## src/rtl/adp_pkg.sv

```systemverilog
package adp_pkg;

  typedef enum logic [2:0] {
    RG_NONE,
    RG_CTRL,
    RG_LEN,
    RG_COMM,
    RG_TAG
  } region_e;

  localparam int CTRL_EN_BIT   = 0;
  localparam int CTRL_NRES_BIT = 1;
  localparam int CTRL_RDY_BIT  = 7;
  localparam int CTRL_FM_BIT   = 15;

  localparam logic [15:0] TAG_LO_WORD = 16'h4D41;
  localparam logic [15:0] TAG_HI_WORD = 16'h5253;

  function automatic logic [15:0] tag_word(input logic upper);
    return upper ? TAG_HI_WORD : TAG_LO_WORD;
  endfunction

endpackage

```

## src/rtl/adp_bus_decode.sv

```systemverilog
module adp_bus_decode
  import adp_pkg::*;
#(
  parameter int ADDR_W = 8,
  parameter int WIN_BYTES = 64,
  parameter int COMM_BYTES = 16,
  parameter int IDX_W = 3,
  parameter logic [ADDR_W-1:0] LEN_OFS = 8'h10,
  parameter logic [ADDR_W-1:0] COMM_BASE = 8'h20,
  parameter logic [ADDR_W-1:0] TAG_BASE = 8'hEC
) (
  input  logic [ADDR_W-1:0] addr,
  input  logic              word,
  output region_e           region,
  output logic              lane_hi,
  output logic              lane_lo,
  output logic [IDX_W-1:0]  comm_idx
);
  localparam int WIN_AW = $clog2(WIN_BYTES);
  localparam logic [ADDR_W:0] COMM_END = (ADDR_W+1)'(COMM_BASE) + (ADDR_W+1)'(COMM_BYTES);

  logic in_win, is_ctrl, is_len, is_comm, is_tag;

  always_comb begin
    in_win  = (addr[ADDR_W-1:WIN_AW] == '0);
    is_ctrl = in_win && (addr[WIN_AW-1:1] == '0);
    is_len  = in_win && (addr[WIN_AW-1:1] == LEN_OFS[WIN_AW-1:1]);
    is_comm = ({1'b0, addr} >= {1'b0, COMM_BASE}) && ({1'b0, addr} < COMM_END);
    is_tag  = (addr[ADDR_W-1:2] == TAG_BASE[ADDR_W-1:2]);
    if (is_ctrl)      region = RG_CTRL;
    else if (is_len)  region = RG_LEN;
    else if (is_comm) region = RG_COMM;
    else if (is_tag)  region = RG_TAG;
    else              region = RG_NONE;
    lane_hi  = word || !addr[0];
    lane_lo  = word || addr[0];
    comm_idx = addr[IDX_W:1] - COMM_BASE[IDX_W:1];
  end
endmodule

```

## src/rtl/adp_ctrl_reg.sv

```systemverilog
module adp_ctrl_reg
  import adp_pkg::*;
#(
  parameter int NUM_SLAVES = 2
) (
  input  logic                  clk,
  input  logic                  rst,
  input  logic                  wr_en,
  input  logic                  lane_hi,
  input  logic                  lane_lo,
  input  logic                  fm_in,
  input  logic                  nres_in,
  input  logic                  en_in,
  output logic [15:0]           ctrl_word,
  output logic                  enabled,
  output logic [NUM_SLAVES-1:0] slave_pulse
);
  logic en_q, nres_q, fm_q;
  logic turning_on, accept, nres_base, pulse_next;

  always_comb begin
    turning_on = wr_en && !en_q && lane_lo && en_in;
    accept     = wr_en && (en_q || turning_on);
    nres_base  = turning_on ? 1'b0 : nres_q;
    pulse_next = accept && lane_lo && nres_in && !nres_base;
  end

  always_ff @(posedge clk) begin
    if (rst) begin
      en_q   <= 1'b0;
      nres_q <= 1'b1;
      fm_q   <= 1'b0;
    end else if (accept) begin
      en_q   <= 1'b1;
      nres_q <= lane_lo ? nres_in : nres_base;
      if (lane_hi) fm_q <= fm_in;
    end
  end

  for (genvar s = 0; s < NUM_SLAVES; s++) begin : g_pulse
    always_ff @(posedge clk) begin
      if (rst) slave_pulse[s] <= 1'b0;
      else     slave_pulse[s] <= pulse_next;
    end
  end

  always_comb begin
    ctrl_word                = '0;
    ctrl_word[CTRL_FM_BIT]   = fm_q;
    ctrl_word[CTRL_RDY_BIT]  = 1'b1;
    ctrl_word[CTRL_NRES_BIT] = nres_q;
    ctrl_word[CTRL_EN_BIT]   = en_q;
    enabled                  = en_q;
  end
endmodule

```

## src/rtl/adp_len_reg.sv

```systemverilog
module adp_len_reg #(
  parameter int LEN_W = 16,
  parameter int ALIGN_BITS = 2
) (
  input  logic             clk,
  input  logic             rst,
  input  logic             wr_en,
  input  logic             lane_hi,
  input  logic             lane_lo,
  input  logic [LEN_W-1:0] wdata,
  output logic [LEN_W-1:0] len_q
);
  localparam int HALF = LEN_W / 2;
  localparam logic [LEN_W-1:0] KEEP = {{(LEN_W-ALIGN_BITS){1'b1}}, {ALIGN_BITS{1'b0}}};

  logic [LEN_W-1:0] masked;
  assign masked = wdata & KEEP;

  always_ff @(posedge clk) begin
    if (rst) begin
      len_q <= '0;
    end else if (wr_en) begin
      if (lane_hi) len_q[LEN_W-1:HALF] <= masked[LEN_W-1:HALF];
      if (lane_lo) len_q[HALF-1:0]     <= masked[HALF-1:0];
    end
  end
endmodule

```

## src/rtl/adp_comm_window.sv

```systemverilog
module adp_comm_window #(
  parameter int WORDS = 8,
  parameter int IDX_W = 3
) (
  input  logic             clk,
  input  logic             rst,
  input  logic             wr_en,
  input  logic             lane_hi,
  input  logic             lane_lo,
  input  logic [IDX_W-1:0] idx,
  input  logic [15:0]      wdata,
  output logic [15:0]      rd_word
);
  logic [15:0] mem [WORDS];

  for (genvar w = 0; w < WORDS; w++) begin : g_word
    always_ff @(posedge clk) begin
      if (rst) begin
        mem[w] <= '0;
      end else if (wr_en && (idx == IDX_W'(w))) begin
        if (lane_hi) mem[w][15:8] <= wdata[15:8];
        if (lane_lo) mem[w][7:0]  <= wdata[7:0];
      end
    end
  end

  always_comb begin
    rd_word = '0;
    for (int w = 0; w < WORDS; w++)
      if (idx == IDX_W'(w)) rd_word = mem[w];
  end
endmodule

```

## src/rtl/adp_host_regs.sv

```systemverilog
module adp_host_regs
  import adp_pkg::*;
#(
  parameter int ADDR_W = 8,
  parameter int NUM_SLAVES = 2,
  parameter int COMM_BYTES = 16,
  parameter logic [ADDR_W-1:0] LEN_OFS = 8'h10,
  parameter logic [ADDR_W-1:0] COMM_BASE = 8'h20,
  parameter logic [ADDR_W-1:0] TAG_BASE = 8'hEC
) (
  input  logic                  clk,
  input  logic                  rst,
  input  logic                  bus_valid,
  input  logic                  bus_write,
  input  logic                  bus_word,
  input  logic [ADDR_W-1:0]     bus_addr,
  input  logic [15:0]           bus_wdata,
  output logic                  rd_valid,
  output logic [15:0]           rd_data,
  output logic [NUM_SLAVES-1:0] slave_rst,
  output logic                  adapter_en
);
  localparam int WIN_BYTES  = 64;
  localparam int COMM_WORDS = COMM_BYTES / 2;
  localparam int IDX_W      = (COMM_WORDS > 1) ? $clog2(COMM_WORDS) : 1;

  region_e          region;
  logic             lane_hi, lane_lo;
  logic [IDX_W-1:0] comm_idx;
  logic [15:0]      wdata_al, ctrl_word, len_word, comm_word;
  logic [15:0]      word_val, rd_next;
  logic [7:0]       byte_val;
  logic             wr, rd;

  adp_bus_decode #(
    .ADDR_W(ADDR_W), .WIN_BYTES(WIN_BYTES), .COMM_BYTES(COMM_BYTES), .IDX_W(IDX_W),
    .LEN_OFS(LEN_OFS), .COMM_BASE(COMM_BASE), .TAG_BASE(TAG_BASE)
  ) u_dec (
    .addr(bus_addr), .word(bus_word), .region(region),
    .lane_hi(lane_hi), .lane_lo(lane_lo), .comm_idx(comm_idx)
  );

  assign wr       = bus_valid && bus_write;
  assign rd       = bus_valid && !bus_write;
  assign wdata_al = bus_word ? bus_wdata : {bus_wdata[7:0], bus_wdata[7:0]};

  adp_ctrl_reg #(.NUM_SLAVES(NUM_SLAVES)) u_ctrl (
    .clk(clk), .rst(rst),
    .wr_en(wr && (region == RG_CTRL)),
    .lane_hi(lane_hi), .lane_lo(lane_lo),
    .fm_in(wdata_al[CTRL_FM_BIT]), .nres_in(wdata_al[CTRL_NRES_BIT]),
    .en_in(wdata_al[CTRL_EN_BIT]),
    .ctrl_word(ctrl_word), .enabled(adapter_en), .slave_pulse(slave_rst)
  );

  adp_len_reg #(.LEN_W(16), .ALIGN_BITS(2)) u_len (
    .clk(clk), .rst(rst),
    .wr_en(wr && (region == RG_LEN) && adapter_en),
    .lane_hi(lane_hi), .lane_lo(lane_lo), .wdata(wdata_al), .len_q(len_word)
  );

  adp_comm_window #(.WORDS(COMM_WORDS), .IDX_W(IDX_W)) u_comm (
    .clk(clk), .rst(rst),
    .wr_en(wr && (region == RG_COMM)),
    .lane_hi(lane_hi), .lane_lo(lane_lo), .idx(comm_idx),
    .wdata(wdata_al), .rd_word(comm_word)
  );

  always_comb begin
    unique case (region)
      RG_CTRL: word_val = ctrl_word;
      RG_LEN:  word_val = len_word;
      RG_COMM: word_val = comm_word;
      RG_TAG:  word_val = tag_word(bus_addr[1]);
      default: word_val = '0;
    endcase
    byte_val = bus_addr[0] ? word_val[7:0] : word_val[15:8];
    rd_next  = bus_word ? word_val : {8'h00, byte_val};
  end

  always_ff @(posedge clk) begin
    if (rst) begin
      rd_valid <= 1'b0;
      rd_data  <= '0;
    end else begin
      rd_valid <= rd;
      if (rd) rd_data <= rd_next;
    end
  end
endmodule

```

## config.mk

```make
export PLATFORM = sky130hd
export DESIGN_NAME = adp_host_regs
export DESIGN_NICKNAME = d
export VERILOG_FILES = /design/src/rtl/adp_pkg.sv /design/src/rtl/adp_bus_decode.sv /design/src/rtl/adp_ctrl_reg.sv /design/src/rtl/adp_len_reg.sv /design/src/rtl/adp_comm_window.sv /design/src/rtl/adp_host_regs.sv
export SDC_FILE = /design/constraint.sdc
export NUM_CORES = 1
export LEC_CHECK = 0
export BUFFER_PORTS_ARGS = -buffer_cell sky130_fd_sc_hd__clkbuf_2
export CAP_MARGIN = 20
export CORE_ASPECT_RATIO = 1.2
export CORE_MARGIN = 4
export CORE_UTILIZATION = 35
export DETAILED_ROUTE_END_ITERATION = 12
export GPL_ROUTABILITY_DRIVEN = 0
export GPL_TIMING_DRIVEN = 1
export HOLD_SLACK_MARGIN = 0.12
export PLACE_DENSITY = 0.59
export SYNTH_ARGS = -nofsm -noshare
export SYNTH_HDL_FRONTEND = slang
export SYNTH_SLANG_ARGS = --single-unit
```

## constraint.sdc

```tcl
create_clock -name clk -period 2.2 [get_ports clk]
set_input_delay 0.22 -clock clk [delete_from_list [all_inputs] [get_ports clk]]
set_output_delay 0.22 -clock clk [all_outputs]
set_load 0.01 [all_outputs]
```

* After elaboration in Yosys (flattened, before gate mapping)
Memory sizes are Yosys's and may differ from the RTL's. Index checks and enable logic that the tools add are counted.
Operators by class: $lt $le $gt $ge 2, reductions and logical operators 37, multiplexer cells 87, equal/unequal tests 13, bitwise gates (word level) 16
Operators by type and width (count):
- two-way mux 16 bit | 10
- two-way mux 8 bit | 17
- one-hot mux 16 bit (4 select lines) | 1
- two-way mux 1 bit | 54
- logical AND 1 bit | 24
- bitwise OR 1 bit | 16
- == test 3 bit, second input constant | 5
- two-way mux 13 bit | 1
- == test 3 x 2 -> 1 bit, second input constant | 4
- two-way mux 3 bit | 4
- >= comparator 8 x 6 -> 1 bit, second input constant | 1
- < comparator 8 x 6 -> 1 bit, second input constant | 1
- == test 3 x 1 -> 1 bit, second input constant | 2
- == test 6 bit, second input constant | 1
- AND reduction 2 bit | 3
- == test 5 x 4 -> 1 bit, second input constant | 1
- zero test 5 bit | 1
- zero test 1 bit | 4
- zero test 3 bit | 1
- logical OR 1 bit | 3
- zero test 2 bit | 1
Word-level totals: RAM bits 128, flip-flop bits (word level) 35, memories kept 1, output and inout port bits 20, input bits 29
Memory list:
- u_comm.mem | words 8, width 16, read ports 8, clocked after memory_dff 0, write ports 8, line adp_comm_window.sv:14 | logic [15:0] mem [WORDS];

* Depth between registers and ports, before layout
depth in word-level cells 15, depth in mapped cells 9

* Cells and area by module
Synthesis repeated with hierarchy kept, for this count alone.
Unflattened totals: cells, all modules 729, area, all modules 8484.4 um^2
Modules (own cells, without submodules):
- adp_comm_window | sequential area each 3843.7 um^2, cells an instance 455, instances 1, area each 6044.5 um^2
- adp_host_regs | sequential area each 340.3 um^2, cells an instance 158, instances 1, area each 1366.3 um^2
- adp_len_reg | sequential area each 280.3 um^2, cells an instance 66, instances 1, area each 668.1 um^2
- adp_ctrl_reg | sequential area each 80.1 um^2, cells an instance 37, instances 1, area each 301.5 um^2
- adp_bus_decode | sequential area each 0.0 um^2, cells an instance 13, instances 1, area each 103.8 um^2

* Worst setup path before layout
Ideal clock, no wire load.
path type input -> register, from input bus_addr[3], to memory u_comm.mem[5][0], in the netlist u_comm.mem[1][16], enable pin, required time 1825 ps, library setup time 375 ps, cell stages on the path 6, arrival time 1690 ps, path slack 136 ps, buffers on the path 4, path through clkbuf_1 > buf_2 > buf_2 > buf_2 > nand2_1 > o21bai_1
RTL lines:
- start, declared | line adp_host_regs.sv:16 | input logic [ADDR_W-1:0] bus_addr,
- end, declared | line adp_comm_window.sv:14

==> results.md <==
- Crit-path cells: mux4_2, nor2_1, a211oi_1, a221oi_1, buf_4, a2bb2oi_1, nor2_1
- Setup-failing EPs final: 0
- PostCTS Resize Cnt: 0
- Worst relative slew slack: 0.656
- Area of the core: 21,900 um^2
- Drt via density: 5.37
- Max Clk Rate: 552 MHz
- CP delay by family, top: multiplexers
- Wire per inst: 20.8 um
- Largest net degree at the start of global routing: 32
- GRT Total Usage: 0.187
- # IOs: 49
- DIE HEIGHT: 172 um
- Synth cell types: 58
- Max H-tree Level: 4
- Clk Latency, worst-skew pair: 0.43 ns
- Clk sink count: 163
- First-pass GRT wire length: 34,800 um
- Post-DP HPWL: 16,900 um
- DIE WIDTH: 145 um
- Register area share after synthesis: 0.579
- Area contributors post-synth: edfxtp_1 49%, dfxtp_1 8.9%, mux2i_1 5.4%
- Max-slew violations: 0
- Reg clk slew, reported paths: 0.07 ns
- Syn Std Cell Area: 7850 um^2
- Peak supply drop: 523 uV
- Initial antenna violation count: 0
- Setup Skew: 0.00844 ns
- HP Class: input pin to flip-flop
- # hold bufs at CTS: 0
- Tmin final: 1.81 ns
- EDFF count, synth: 128
- DR pass1 iterations: 5
- Area leader, netlist: edfxtp_1
- Diodes inserted: 0
- Dominant synthesized flop cell: edfxtp_1
- Root buffer cell: clkbuf_16
- Fillers: 2,022
- Most used cell, CP: nor2_1
- Crit path max fanout: 2
- Syn Nets: 728
- Top cell type's share of synthesized area: 0.489
- Row count: 59
- Outcome: finished, final reports clean
- Die area: 24,900 um^2
- Syn. warnings: 0
- CTS Buffer Depth: 2
- Post-Synthesis Cells: 699
- CP endpoint kind: flip-flop
- Max Cap Viol: 0
- Post-CTS Setup Inserts: 0
- Starting Density: 0.359
- Remaining antenna violation count after routing: 0
- Worst setup SP type: flip-flop
- Post-synth ARST share: 0
- Grt ovf: 0
- CTS buffer count: 17
- Req. time, crit path: 2.50 ns
- CTS tree: built
- First DRT Iteration DRCs: 539
- Port Buffer Count: 48
- FF+latch area: 4540 um^2
- Number of global-route vias before repair: 5,910
- Critical path's slowest cell: mux4_2
- Crit path DAT: 2.11 ns
- RSZ-0062 raised after global routing: false
- Share of cells above drive strength 1: 0.242
- CP peak stage delay: 0.50 ns
- PwrDens: 750 nW/um^2
- Core Util, Final: 0.445
- Final period util: 0.823
- Type of the worst setup path: flip-flop to flip-flop
- Avg Synthesized Cell Area: 11.2 um^2
- Routed WL: 22,800 um
- Post-layout net count: 839
- Worst slew pin tran: 0.515 ns
- Hold Vio Cnt, Final: 0
- Setup TNS: 0 ns
- Cell leakage power: 3.65 nW
- Bufs and invs on worst path: 1
- DRC: 0
- Area occupied by multi-input gates: 3060 um^2
- Synth-to-layout area growth: 23.7%
- Synth Register Bits: 163
- DR vias: 5,892
## kinds of logic after synthesis
| logic type | Yosys count | synth area share |
|---|---|---|
| and+or+nand+nor | 281 | 0.183 |
| DFF | 163 | 0.579 |
| AOI/OAI and AO/OA | 149 | 0.128 |
| buffers and inverters | 55 | 0.0319 |
| muxes | 51 | 0.0779 |
## tightest hold or removal path, stage by stage
cell	delay [ns]
clkbuf_2	0.12
nand2_1	0.12
o31ai_1	0.08
## per-layer routing
layer	vias up	GRT usage	wire length (um)
met5	-	0	0
met4	0	0.0787	829
met3	36	0.0315	919
met2	171	0.313	11200
met1	2882	0.240	9880
li1	2803	-	-
## flip-flops by register name, indices dropped and copies added (netlist names)
signal,count
u_ctrl.nres_q,1
u_comm.mem,128
rd_data,16
u_len.len_q,14
rd_valid,1
u_ctrl.slave_pulse,1
u_ctrl.enabled,1
u_ctrl.fm_q,1
## synthesized netlist by cell type, drive strengths merged, types with 5 or more instances
| library cell | number |
|---|---|
| a211oi | 16 |
| a21o | 11 |
| a21oi | 34 |
| a221oi | 6 |
| a2bb2oi | 7 |
| and2 | 59 |
| buf | 26 |
| clkbuf | 20 |
| dfxtp | 35 |
| edfxtp | 128 |
| inv | 8 |
| mux2i | 42 |
| mux4 | 8 |
| nand2 | 37 |
| nand2b | 8 |
| nand3 | 15 |
| nand3b | 8 |
| nor2 | 113 |
| nor3 | 17 |
| nor4 | 5 |
| o211ai | 9 |
| o21ai | 32 |
| o221ai | 5 |
## through the flow
stage / hold WS [ns] / cells / total power, W / instance area, um^2 / setup slack (ns)
after floorplan: 0.361 / 699 / 0.00388 / 7850 / 0.136
after global placement: 0.439 / 1065 / 0.00423 / 9100 / 0.0706
after detailed placement: 0.443 / 1065 / 0.00424 / 9100 / 0.0233
after CTS: 0.137 / 1097 / 0.00733 / 9720 / 0.386
after global routing: 0.166 / 1097 / 0.00752 / 9720 / 0.250
final: 0.166 / 1097 / 0.00729 / 9720 / 0.390
## power breakdown
group | internal, W | switching, W
Combinational | 0.000276 | 0.000414
Sequential | 0.00344 | 0.0000465
Clock | 0.00174 | 0.00138
## cell type report
class | count | area share
repair buffers | 138 | 0.115
clock inverters | 15 | 0.0196
clock buffers | 17 | 0.0438
multi-input cells | 481 | 0.315
inverters | 9 | 0.00348
flip-flops and latches | 163 | 0.468
well taps | 274 | 0.0353
## cell usage in the layout, fill, tap and decap left out, types with 4 or more instances in the layout
master     Yosys  routed
nor3_1        12      12
nand2b_1       8       8
o221ai_1       5       5
edfxtp_1     128     128
nand2_1       37      37
a21o_1        11      11
clkbuf_16      0      17
inv_6          0       5
nor2b_1        4       4
nand3_1       15      15
nor2_1       110     110
o21ai_0       32      32
buf_4          1      74
a211oi_1      14      14
a2bb2oi_1      7       7
inv_8          0       5
dfxtp_1       35      35
nor3_2         5       5
a31oi_1        4       4
and2_1        59      59
o211ai_1       9       9
a21oi_1       34      34
inv_1          8       8
mux2i_1       42      42
clkbuf_2       0      48
mux4_2         8       8
nand3b_1       8       8
o21bai_1       4       4
a221oi_1       6       6
buf_12         0      16
## worst paths after layout
check | from | end | slack (ns) | cells past startpoint
hold / removal | bus_word | rd_data[12] | 0.17 | 3
hold reg to reg | rd_data[13] | rd_data[13] | 0.45 | 2
setup reg to reg | u_comm.mem[0][57] | rd_data[9] | 0.39 | 7
setup / recovery | u_comm.mem[0][57] | rd_data[9] | 0.39 | 7
Note: power is estimated with default switching activity, not from simulation.
